<file path="config.mk">
export PLATFORM = sky130hd
export DESIGN_NAME = mmu_ctl_top
export DESIGN_NICKNAME = d
export VERILOG_FILES = /design/src/rtl/mmu_ctl_pkg.sv /design/src/rtl/mmu_ctl_fields.sv /design/src/rtl/mmu_repl_ctr.sv /design/src/rtl/mmu_set_index.sv /design/src/rtl/mmu_ctl_top.sv
export SDC_FILE = /design/constraint.sdc
export NUM_CORES = 1
export LEC_CHECK = 0
export CORE_MARGIN = 2
export CORE_UTILIZATION = 24
export CTS_CLUSTER_SIZE = 12
export DETAILED_ROUTE_END_ITERATION = 12
export PLACE_DENSITY_LB_ADDON = 0.05
export SLEW_MARGIN = 5
export SYNTH_ARGS = -nofsm -noshare
export SYNTH_HDL_FRONTEND = slang
export SYNTH_HIERARCHICAL = 1
export SYNTH_SLANG_ARGS = --single-unit
</file>
<file path="constraint.sdc">
create_clock -name clk -period 2.45 [get_ports clk]
set_input_delay 0.3675 -clock clk [delete_from_list [all_inputs] [get_ports clk]]
set_output_delay 0.3675 -clock clk [all_outputs]
set_load 0.005 [all_outputs]
</file>
<file path="src/rtl/mmu_ctl_pkg.sv">
package mmu_ctl_pkg;
    localparam int REG_W    = 32;
    localparam int NUM_WAYS = 4;
    localparam int WAY_W    = $clog2(NUM_WAYS);
    localparam int IDX_W    = 5;

    localparam int POS_XLATE = 0;
    localparam int POS_HASH  = 1;
    localparam int POS_FLUSH = 2;
    localparam int POS_CTR   = 4;
    localparam int POS_SVM   = 8;

    typedef struct packed {
        logic             svm;
        logic [WAY_W-1:0] ctr;
        logic             hash;
        logic             xlate;
    } ctl_fields_t;

    typedef enum logic [1:0] {
        EV_NONE  = 2'd0,
        EV_MISS  = 2'd1,
        EV_FAULT = 2'd2
    } mmu_evt_t;

    function automatic logic [REG_W-1:0] pack_ctl(input ctl_fields_t f);
        logic [REG_W-1:0] w;
        w = '0;
        w[POS_XLATE] = f.xlate;
        w[POS_HASH]  = f.hash;
        w[POS_CTR +: WAY_W] = f.ctr;
        w[POS_SVM]   = f.svm;
        return w;
    endfunction

    function automatic ctl_fields_t unpack_ctl(input logic [REG_W-1:0] w);
        ctl_fields_t f;
        f.xlate = w[POS_XLATE];
        f.hash  = w[POS_HASH];
        f.ctr   = w[POS_CTR +: WAY_W];
        f.svm   = w[POS_SVM];
        return f;
    endfunction

    function automatic mmu_evt_t classify(input logic miss, input logic fault);
        if (miss)
            return EV_MISS;
        else if (fault)
            return EV_FAULT;
        return EV_NONE;
    endfunction
endpackage

</file>
<file path="src/rtl/mmu_ctl_fields.sv">
module mmu_ctl_fields
    import mmu_ctl_pkg::*;
#(
    parameter int DATA_W = REG_W
) (
    input  logic              clk,
    input  logic              rst,
    input  logic              wr_en,
    input  logic [DATA_W-1:0] wr_data,
    output logic              xlate,
    output logic              hash,
    output logic              svm,
    output logic              flush_pulse
);
    ctl_fields_t wr_f;

    always_comb wr_f = unpack_ctl(wr_data);

    always_ff @(posedge clk) begin
        if (rst) begin
            xlate       <= 1'b0;
            hash        <= 1'b0;
            svm         <= 1'b0;
            flush_pulse <= 1'b0;
        end else begin
            flush_pulse <= wr_en & wr_data[POS_FLUSH];
            if (wr_en) begin
                xlate <= wr_f.xlate;
                hash  <= wr_f.hash;
                svm   <= wr_f.svm;
            end
        end
    end
endmodule

</file>
<file path="src/rtl/mmu_repl_ctr.sv">
module mmu_repl_ctr
    import mmu_ctl_pkg::*;
#(
    parameter int WAYS = NUM_WAYS,
    localparam int WW  = $clog2(WAYS)
) (
    input  logic            clk,
    input  logic            rst,
    input  logic            sw_we,
    input  logic [WW-1:0]   sw_val,
    input  logic            miss,
    input  logic            fault,
    input  logic [WW-1:0]   fault_way,
    input  logic [WAYS-1:0] set_valid,
    output logic [WW-1:0]   ctr
);
    mmu_evt_t        evt;
    logic [WW-1:0]   first_free;
    logic            set_full;
    logic [WAYS-1:0] hit_free;
    logic [WW-1:0]   ctr_nxt;

    // one-hot of the lowest clear valid bit
    genvar g;
    generate
        for (g = 0; g < WAYS; g++) begin : g_free
            if (g == 0) begin : g_first
                assign hit_free[g] = ~set_valid[g];
            end else begin : g_rest
                assign hit_free[g] = ~set_valid[g] & (&set_valid[g-1:0]);
            end
        end
    endgenerate

    always_comb begin
        first_free = '0;
        for (int w = 0; w < WAYS; w++)
            if (hit_free[w]) first_free = WW'(w);
    end

    assign set_full = &set_valid;
    assign evt      = classify(miss, fault);

    always_comb begin
        unique case (evt)
            EV_MISS:  ctr_nxt = set_full ? ctr + WW'(1) : first_free;
            EV_FAULT: ctr_nxt = fault_way;
            default:  ctr_nxt = sw_we ? sw_val : ctr;
        endcase
    end

    always_ff @(posedge clk) begin
        if (rst) ctr <= '0;
        else     ctr <= ctr_nxt;
    end
endmodule

</file>
<file path="src/rtl/mmu_set_index.sv">
module mmu_set_index #(
    parameter int IW = 5
) (
    input  logic          hash_en,
    input  logic [IW-1:0] vpn_bits,
    input  logic [IW-1:0] asid_lo,
    output logic [IW-1:0] set_index
);
    genvar i;
    generate
        for (i = 0; i < IW; i++) begin : g_bit
            assign set_index[i] = vpn_bits[i] ^ (hash_en & asid_lo[i]);
        end
    endgenerate
endmodule

</file>
<file path="src/rtl/mmu_ctl_top.sv">
module mmu_ctl_top
    import mmu_ctl_pkg::*;
#(
    parameter int DATA_W = REG_W,
    parameter int WAYS   = NUM_WAYS,
    parameter int IW     = IDX_W,
    localparam int WW    = $clog2(WAYS)
) (
    input  logic              clk,
    input  logic              rst,
    input  logic              wr_en,
    input  logic [DATA_W-1:0] wr_data,
    output logic [DATA_W-1:0] rd_data,
    input  logic              tlb_miss,
    input  logic              mmu_exc,
    input  logic [WW-1:0]     exc_way,
    input  logic [WAYS-1:0]   set_valid,
    input  logic [IW-1:0]     vpn_bits,
    input  logic [IW-1:0]     asid_lo,
    output logic [IW-1:0]     set_index,
    output logic              flush_pulse,
    output logic [WW-1:0]     repl_way
);
    ctl_fields_t cur;
    logic        xlate, hash, svm;
    logic [WW-1:0] ctr;

    mmu_ctl_fields #(.DATA_W(DATA_W)) u_fields (
        .clk(clk), .rst(rst), .wr_en(wr_en), .wr_data(wr_data),
        .xlate(xlate), .hash(hash), .svm(svm), .flush_pulse(flush_pulse)
    );

    mmu_repl_ctr #(.WAYS(WAYS)) u_ctr (
        .clk(clk), .rst(rst), .sw_we(wr_en),
        .sw_val(wr_data[POS_CTR +: WW]),
        .miss(tlb_miss), .fault(mmu_exc), .fault_way(exc_way),
        .set_valid(set_valid), .ctr(ctr)
    );

    mmu_set_index #(.IW(IW)) u_idx (
        .hash_en(hash), .vpn_bits(vpn_bits), .asid_lo(asid_lo),
        .set_index(set_index)
    );

    always_comb begin
        cur.xlate = xlate;
        cur.hash  = hash;
        cur.svm   = svm;
        cur.ctr   = ctr;
    end

    assign rd_data  = pack_ctl(cur);
    assign repl_way = ctr;
endmodule

</file>
Word level (Yosys, flattened, before mapping) --
Cells that the tools add are included.
Storage, ports and cells: flip-flop bits (word level) 6, bits of input ports 53, output and inout port bits 40, logic and storage cells 40
Cells by class: $add $sub $neg 1, equality and inequality tests 2, mux-type cells 11, bitwise gates (word level) 17, reduce and logical (&&, ||, !) cells 4
Operators with widths (number):
- two-way mux 2 bit | 7
- bitwise AND 1 bit | 9
- XOR 1 bit | 5
- case mux 2 bit (2 select lines) | 1
- AND reduction 4 bit | 1
- two-way mux 1 bit | 3
- NOT 1 bit | 3
- AND reduction 3 bit | 1
- nonzero test 3 bit | 1
- adder 2 x 1 -> 2 bit (second input constant) | 1
- equality test 2 x 1 -> 1 bit (second input constant) | 1
- equality test 2 bit (second input constant) | 1
- AND reduction 2 bit | 1

Longest topological paths before layout --
Gate-level depths: netlist (run 1).
depth in word-level cells 7, mapped depth 3

Modules after synthesis --
Netlist (run 1), hierarchy kept.
By module, submodules not included:
- mmu_ctl_top | times used 1, cells an instance 33, area an instance 244.0 um2, sequential area each 0.0 um2
- mmu_repl_ctr | times used 1, cells an instance 19, area an instance 170.2 um2, sequential area each 40.0 um2
- mmu_ctl_fields | times used 1, cells an instance 12, area an instance 128.9 um2, sequential area each 80.1 um2
- mmu_set_index | times used 1, cells an instance 10, area an instance 62.6 um2, sequential area each 0.0 um2

Worst setup path after synthesis (run 1) --
No wires, ideal clock.
path kind input-to-reg, start point input port tlb_miss, end point register u_ctr.ctr[1], setup time 0.121 ns, arrival time 1.016 ns, setup slack 1.313 ns, stages 3, cell sequence or4_4 > o2111ai_2 > nand2_1
On the way: word-level cells in the longest chain between the ends 4
Ends and longest elaborated chain:
- start: declaration | line mmu_ctl_top.sv:14 | input logic tlb_miss,
- two-way mux 2 bit / two-way mux 1 bit (equally long branches) | line mmu_ctl_pkg.sv:46 | if (miss)
- two-way mux 2 bit (*) | line mmu_ctl_pkg.sv:50 | return EV_NONE;
- equality test 2 bit / equality test 2 x 1 -> 1 bit (equally long branches) | line mmu_repl_ctr.sv:45 | unique case (evt)
- case mux 2 bit (2 select lines) / nonzero test 3 bit (equally long branches)
- end signal: assignment | line mmu_repl_ctr.sv:54 | else ctr <= ctr_nxt;
- end: declaration | line mmu_repl_ctr.sv:15 | output logic [WW-1:0] ctr
Every way passes the cells marked *; elsewhere a longest branch is shown, timed or not. A chain may end at the register's enable or synchronous reset.

Final worst setup path (run 1) --
start point input port asid_lo[4], end point output port set_index[4]
On the way: word-level cells in the longest chain between the ends 2
Ends and longest elaborated chain:
- start: declaration | line mmu_ctl_top.sv:19 | input logic [IW-1:0] asid_lo,
- bitwise AND 1 bit | line mmu_set_index.sv:12 | assign set_index[i] = vpn_bits[i] ^ (hash_en & asid_lo[i]);
- XOR 1 bit | line mmu_set_index.sv:12
- end: declaration | line mmu_ctl_top.sv:20 | output logic [IW-1:0] set_index,
Every way passes these cells.

==> out/qor.yml, run 1 <==
status: "finished clean"
regToRegStartpoint: "u_ctr/ctr[1]"
grt_use_total: 0.08200
fin_crit_ns: 1.926
whs_path_depth: 2
peakVddDrop_mv: 0.2031
clock_power_share: 0.286
fin_nets: 165
swShare: 0.2566
critPathMostFrequentCell: "clkdlybuf4s50_1"
routedWlPerCell_um: 9.129
hold-path-endpoint: "u_fields/xlate"
layout-drive-gt1-share: 0.06364
final_cell_mix: "39 x clkdlybuf4s50_1, 27 x conb_1, 8 x nand2_1"
coreArea_sq_um: 2432
multiInputGateArea_sq_um: 339.1
postCtsSetupBuffers: 0
cp_cell_sequence: "clkdlybuf4s50_1, nand2_1, xnor2_1, clkdlybuf4s50_1"
area_growth_pct: 50.83
clkSinkCount: 6
place_inst: 137
dp_hpwl_mm: 1.081
min_period_over_period: 0.7860
synth_cell_types: 21
dieArea_sq_um: 2941
hold_buffers: 0
p_per_area_nw_per_um2: 348.1
initial_utilization: 0.2490
grt_pass1_wl_mm: 1.773
hold_start: "u_fields/xlate"
insertedDiodeCount: 0
leakage_nw: 0.3916
postSynthCellCount: 74
drtAntennaViolNets: 0
slowest_stage: "clkdlybuf4s50_1"
start_kind: "primary input"
gp_congestion: 0.6775
die-height_um: 54.23
layout_setup_ws_ns: 0.5243
synth-seq-cells: 6
power.internal_mw: 0.2364
clockBufferDepth: 2
pin_count: 93
clkTransAtPathRegs_ns: 0.05
worstReg2RegEnd: "u_ctr/ctr[1]"
dp_slack_ns: 0.5260
path_max_fanout: 1
dr.pass1.iters: 4
finClkSkew_ns: 0.001463
htree_levels: 1
fillers: 269
pwr-share-seq: 0.348
clock_latency_ns: 0.24
hold_path.class: "reg -> reg"
cap_violations: 0
finalSetupViolations: 0
numPortBuffers: 39
grt_pass1_vias: 420
grt_start_max_net_pins: 9
fin_setup_tns_ns: 0
worstPathRequired_ns: 2.08
die_w_um: 54.23
final_common_cell: "clkdlybuf4s50_1"
cp_slowest_stage_delay_ns: 0.53
final_cell_count_no_fill: 140
syn_area_per_cell_sq_um: 8.184
vias: 522
routed_wl_mm: 1.278
cts_root_buf: "clkbuf_4"
combPwrFrac: 0.367
endpoint_kind: "output port"
hold_viol_final: 0
holdWs_ns: 0.4991
worstSetupPathType: "in -> out"
grt_antenna_before_repair: 0
yosys_warnings: 6
drc_errors: 0
seq_area_sq_um: 120.1
rsz0062_at_grt: "no"
ff2ff_path_depth: 3
grt_overflow: 0
switching_power_mw: 0.08159
drtIter0Drc: 5
syn_area_sq_um: 605.6
rows: 18
reg2reg_slack_ns: 1.27
viasPerCell: 3.729
numCtsBuffers: 3
seq_area_frac_synth: 0.1983
total_power_mw: 0.3180
slew_violations: 0
critPathArrivalTime_ns: 1.56
cts_tree: "done"
post_cts.resized_instances: 0
fmax_mhz: 519.3
[flip-flops by register name, indices dropped and copies added, names as in the netlist]
register / count
u_fields/flush_pulse: 1
u_fields/svm: 1
u_fields/hash: 1
u_ctr/ctr: 2
u_fields/xlate: 1
[critical path, delay by kind of cell]
family        cells  cell delay [ns]
simple gates      1             0.06
buf+inv           2             0.98
xor+xnor          1             0.15
[synth_stat cells]
cell type,n,area share
or3b_1,1,0.014
or4_4,1,0.019
inv_1,1,0.0062
a211o_1,1,0.014
nand2_1,8,0.050
buf_4,32,0.40
nand3b_1,1,0.012
o2111ai_1,1,0.014
nand4_1,1,0.010
xnor2_1,5,0.072
a21oi_1,1,0.0083
o211ai_1,1,0.012
a21bo_1,1,0.017
mux2i_1,3,0.050
nor2_1,5,0.031
dfxtp_1,6,0.20
conb_1,1,0.0062
o2111ai_2,1,0.025
nor4_1,1,0.010
or3b_2,1,0.014
and4b_2,1,0.019
[metal layers]
layer	up-vias	part of all wire	GRT usage
met3	0	0.098	0.01913
met1	230	0.44	0.1175
met5	-	0	0
li1	262	-	-
met4	0	0	0.03750
met2	30	0.46	0.1145
[worst max-delay path by stage]
stage | startpoint | slack, ns | end | cells after the start
3_5_place_dp | asid_lo[4] | 0.53 | set_index[4] | 4
6_report | asid_lo[4] | 0.52 | set_index[4] | 4
4_1_cts | asid_lo[4] | 0.51 | set_index[4] | 4
5_1_grt | asid_lo[2] | 0.42 | set_index[2] | 4
3_3_place_gp | asid_lo[4] | 0.53 | set_index[4] | 4
2_1_floorplan | tlb_miss | 1.31 | u_ctr/ctr[1] | 3
[power groups by stage]
stage	clock, mW	combinational, mW	sequential [mW]
final	0.0908	0.117	0.111
after global routing	0.100	0.129	0.111
after CTS	0.0960	0.117	0.111
after detailed placement	0	0.116	0.112
after global placement	0	0.116	0.112
after floorplan	0	0.0730	0.111
[per-stage QoR]
step,utilization,area [sq um]
5_1_grt,0.3755,913.4
2_1_floorplan,-,703.2
3_3_place_gp,0.3663,890.9
6_report,0.3755,913.4
4_1_cts,0.3755,913.4
3_5_place_dp,0.3663,890.9
[final cells by class]
type,count,area share
tap,30,0.04110
multi-input combinational,61,0.3712
timing repair buffer,39,0.4274
clock buffer,3,0.02466
inverter,1,0.004110
sequential,6,0.1315
[cell families after synthesis]
family,after synthesis,share of synthesized area
AND/OR/NAND/NOR,20,0.1798
multiplexers,3,0.04959
other,1,0.006192
AO/OA/AOI/OAI,6,0.09090
flip-flops,6,0.1984
XOR/XNOR,5,0.07231
buffers and inverters,33,0.4029
(Power assumes the default switching activity.)
==> run 2, diff against run 1 <==
Settings changed: CORE_UTILIZATION 24 to 23.
Clock period 2.45 ns to 2 ns, I/O delays scaled along.
==> run 2 against run 1 <==
Against the previous run: setup slack lost 0.30 ns; largest cell class unchanged; clock skew shrank 0.0014 ns; wire length grew 2.4%; utilization shrank 0.38 points; highest routed layer unchanged; sequential cell count is the same; register-to-register slack lost 0.43 ns.
==> out/qor.yml, run 2 (synthesis results as in run 1) <==
fin_nets: 166  # was 165
drtIter0Drc: 6  # was 5
reg2reg_slack_ns: 0.84  # was 1.27 ns
clock_power_share: 0.284  # was 0.286
dpl-instance-area_sq_um: 898.4  # was 890.9 sq um
cts_tree: "done"  # unchanged
fmax_mhz: 564.1
p_per_area_nw_per_um2: 423.1  # was 348.1 nW/um^2
swShare: 0.2537  # was 0.2566
hold_buffers: 0  # unchanged
clockBufferDepth: 2  # unchanged
hold_start: "u_fields/svm"  # was u_fields/xlate
peakVddDrop_mv: 0.2654  # was 0.2031 mV
dr.pass1.iters: 2  # was 4
gp_congestion: 0.6822  # was 0.6775
rows: 18  # unchanged
routedWlPerCell_um: 9.284  # was 9.129 um
slew_violations: 0  # unchanged
viasPerCell: 3.638  # was 3.729
final_core_util: 0.3717  # was 0.3755
rsz0062_at_grt: "no"  # unchanged
grt_overflow: 0  # unchanged
numCtsBuffers: 3  # unchanged
dp_hpwl_mm: 1.114  # was 1.081 mm
die_w_um: 55.31  # was 54.23 um
numPortBuffers: 39  # unchanged
status: "finished clean"  # unchanged
finalSetupViolations: 0  # unchanged
die-height_um: 55.31  # was 54.23 um
whs_path_depth: 2  # unchanged
largest-register: "u_ctr/ctr"  # unchanged
crit_start: "asid_lo[3]"  # was asid_lo[4]
grt_start_max_net_pins: 8  # was 9
post_cts.resized_instances: 0  # unchanged
area_growth_pct: 52.07  # was 50.83%
final_common_cell: "clkdlybuf4s50_1"  # unchanged
power.internal_mw: 0.2908  # was 0.2364 mW
grt_pass1_wl_mm: 2.125  # was 1.773 mm
switching_power_mw: 0.09883  # was 0.08159 mW
min_period_over_period: 0.8864
fin_crit_ns: 1.773
insertedDiodeCount: 0  # unchanged
routed_wl_mm: 1.309  # was 1.278 mm
final_area_sq_um: 920.9  # was 913.4 sq um
ff2ff_path_depth: 3  # unchanged
critPathArrivalTime_ns: 1.47  # was 1.56 ns
place_inst: 138  # was 137
final_cell_mix: "39 x clkdlybuf4s50_1, 27 x conb_1, 8 x nand2_1"  # unchanged
pin_count: 93  # unchanged
clock_latency_ns: 0.24  # about the same
pwr-share-seq: 0.348  # about the same
regToRegStartpoint: "u_ctr/ctr[1]"  # unchanged
worstPathRequired_ns: 1.70  # was 2.08 ns
cts_root_buf: "clkbuf_4"  # unchanged
drc_errors: 0  # unchanged
coreArea_sq_um: 2477  # was 2432 sq um
grt_antenna_before_repair: 0  # unchanged
initial_utilization: 0.2444  # was 0.2490
start_kind: "primary input"  # unchanged
layout-drive-gt1-share: 0.07207  # was 0.06364
endpoint_kind: "output port"  # unchanged
path_max_fanout: 1  # unchanged
grt_use_total: 0.08564  # was 0.08200
fin_setup_tns_ns: 0  # unchanged
vias: 513  # was 522
hold_path.class: "reg -> reg"  # unchanged
final_cell_count_no_fill: 141  # was 140
cap_violations: 0  # unchanged
dieArea_sq_um: 3059  # was 2941 sq um
worstSetupPathType: "in -> out"  # unchanged
clkSinkCount: 6  # unchanged
largest_reg_flops: 2  # unchanged
hold-path-endpoint: "u_fields/svm"  # was u_fields/xlate
hold_viol_final: 0  # unchanged
clkTransAtPathRegs_ns: 0.04  # was 0.05 ns
total_power_mw: 0.3896  # was 0.3180 mW
finClkSkew_ns: 0.00001335  # was 0.001463 ns
worstReg2RegEnd: "u_ctr/ctr[1]"  # unchanged
leakage_nw: 0.3964  # was 0.3916 nW
grt_pass1_vias: 440  # was 420
htree_levels: 1  # unchanged
drtAntennaViolNets: 0  # unchanged
combPwrFrac: 0.368  # was 0.367
postCtsSetupBuffers: 0  # unchanged
==> run 2: cell types whose count changed in the layout (fill, tap and decap cells not counted), sizes merged <==
cell,delta
buf,+1
==> run 2: routing by layer <==
metal,share of wire,routed length [um],global-route usage
met4,0,0,0.01045
met2,0.49,640,0.1412
met5,0,0,0
met1,0.42,547,0.09900
met3,0.092,121,0.04918
==> run 2: worst max path at each step <==
stage	slack (ns)	endpoint
global route	0.12	set_index[1]
detailed placement	0.21	set_index[3]
floorplan	0.87	u_ctr/ctr[1]
CTS	0.21	set_index[3]
finish	0.23	set_index[3]
global placement	0.22	set_index[3]
==> run 2: worst max-delay path, cell delays in order <==
cell and delay [ns]:
clkdlybuf4s50_1 0.45, nand2_1 0.06, xnor2_1 0.14, clkdlybuf4s50_1 0.53
==> run 2: power groups by stage <==
stage          Combinational [mW]  Clock, mW  Sequential, mW
3_3_place_gp                0.144          0           0.138
2_1_floorplan              0.0894          0           0.136
6_report                    0.143      0.111           0.136
3_5_place_dp                0.143          0           0.138
4_1_cts                     0.144      0.116           0.136
5_1_grt                     0.155      0.126           0.137
==> run 2: final cells by class <==
type | count | area (sq um)
fill | 265 | 1556
timing repair buffer | 40 | 397.9
tap | 30 | 37.54
multi-input combinational | 61 | 339.1
inverter | 1 | 3.754
clock buffer | 3 | 22.52
sequential | 6 | 120.1
==> run 2: stage by stage <==
step	worst slack [ns]	hold slack (ns)
2_1_floorplan	0.8691	0.3715
3_3_place_gp	0.2210	0.4771
3_5_place_dp	0.2147	0.4873
4_1_cts	0.2107	0.5018
5_1_grt	0.1244	0.5513
6_report	0.2272	0.4943
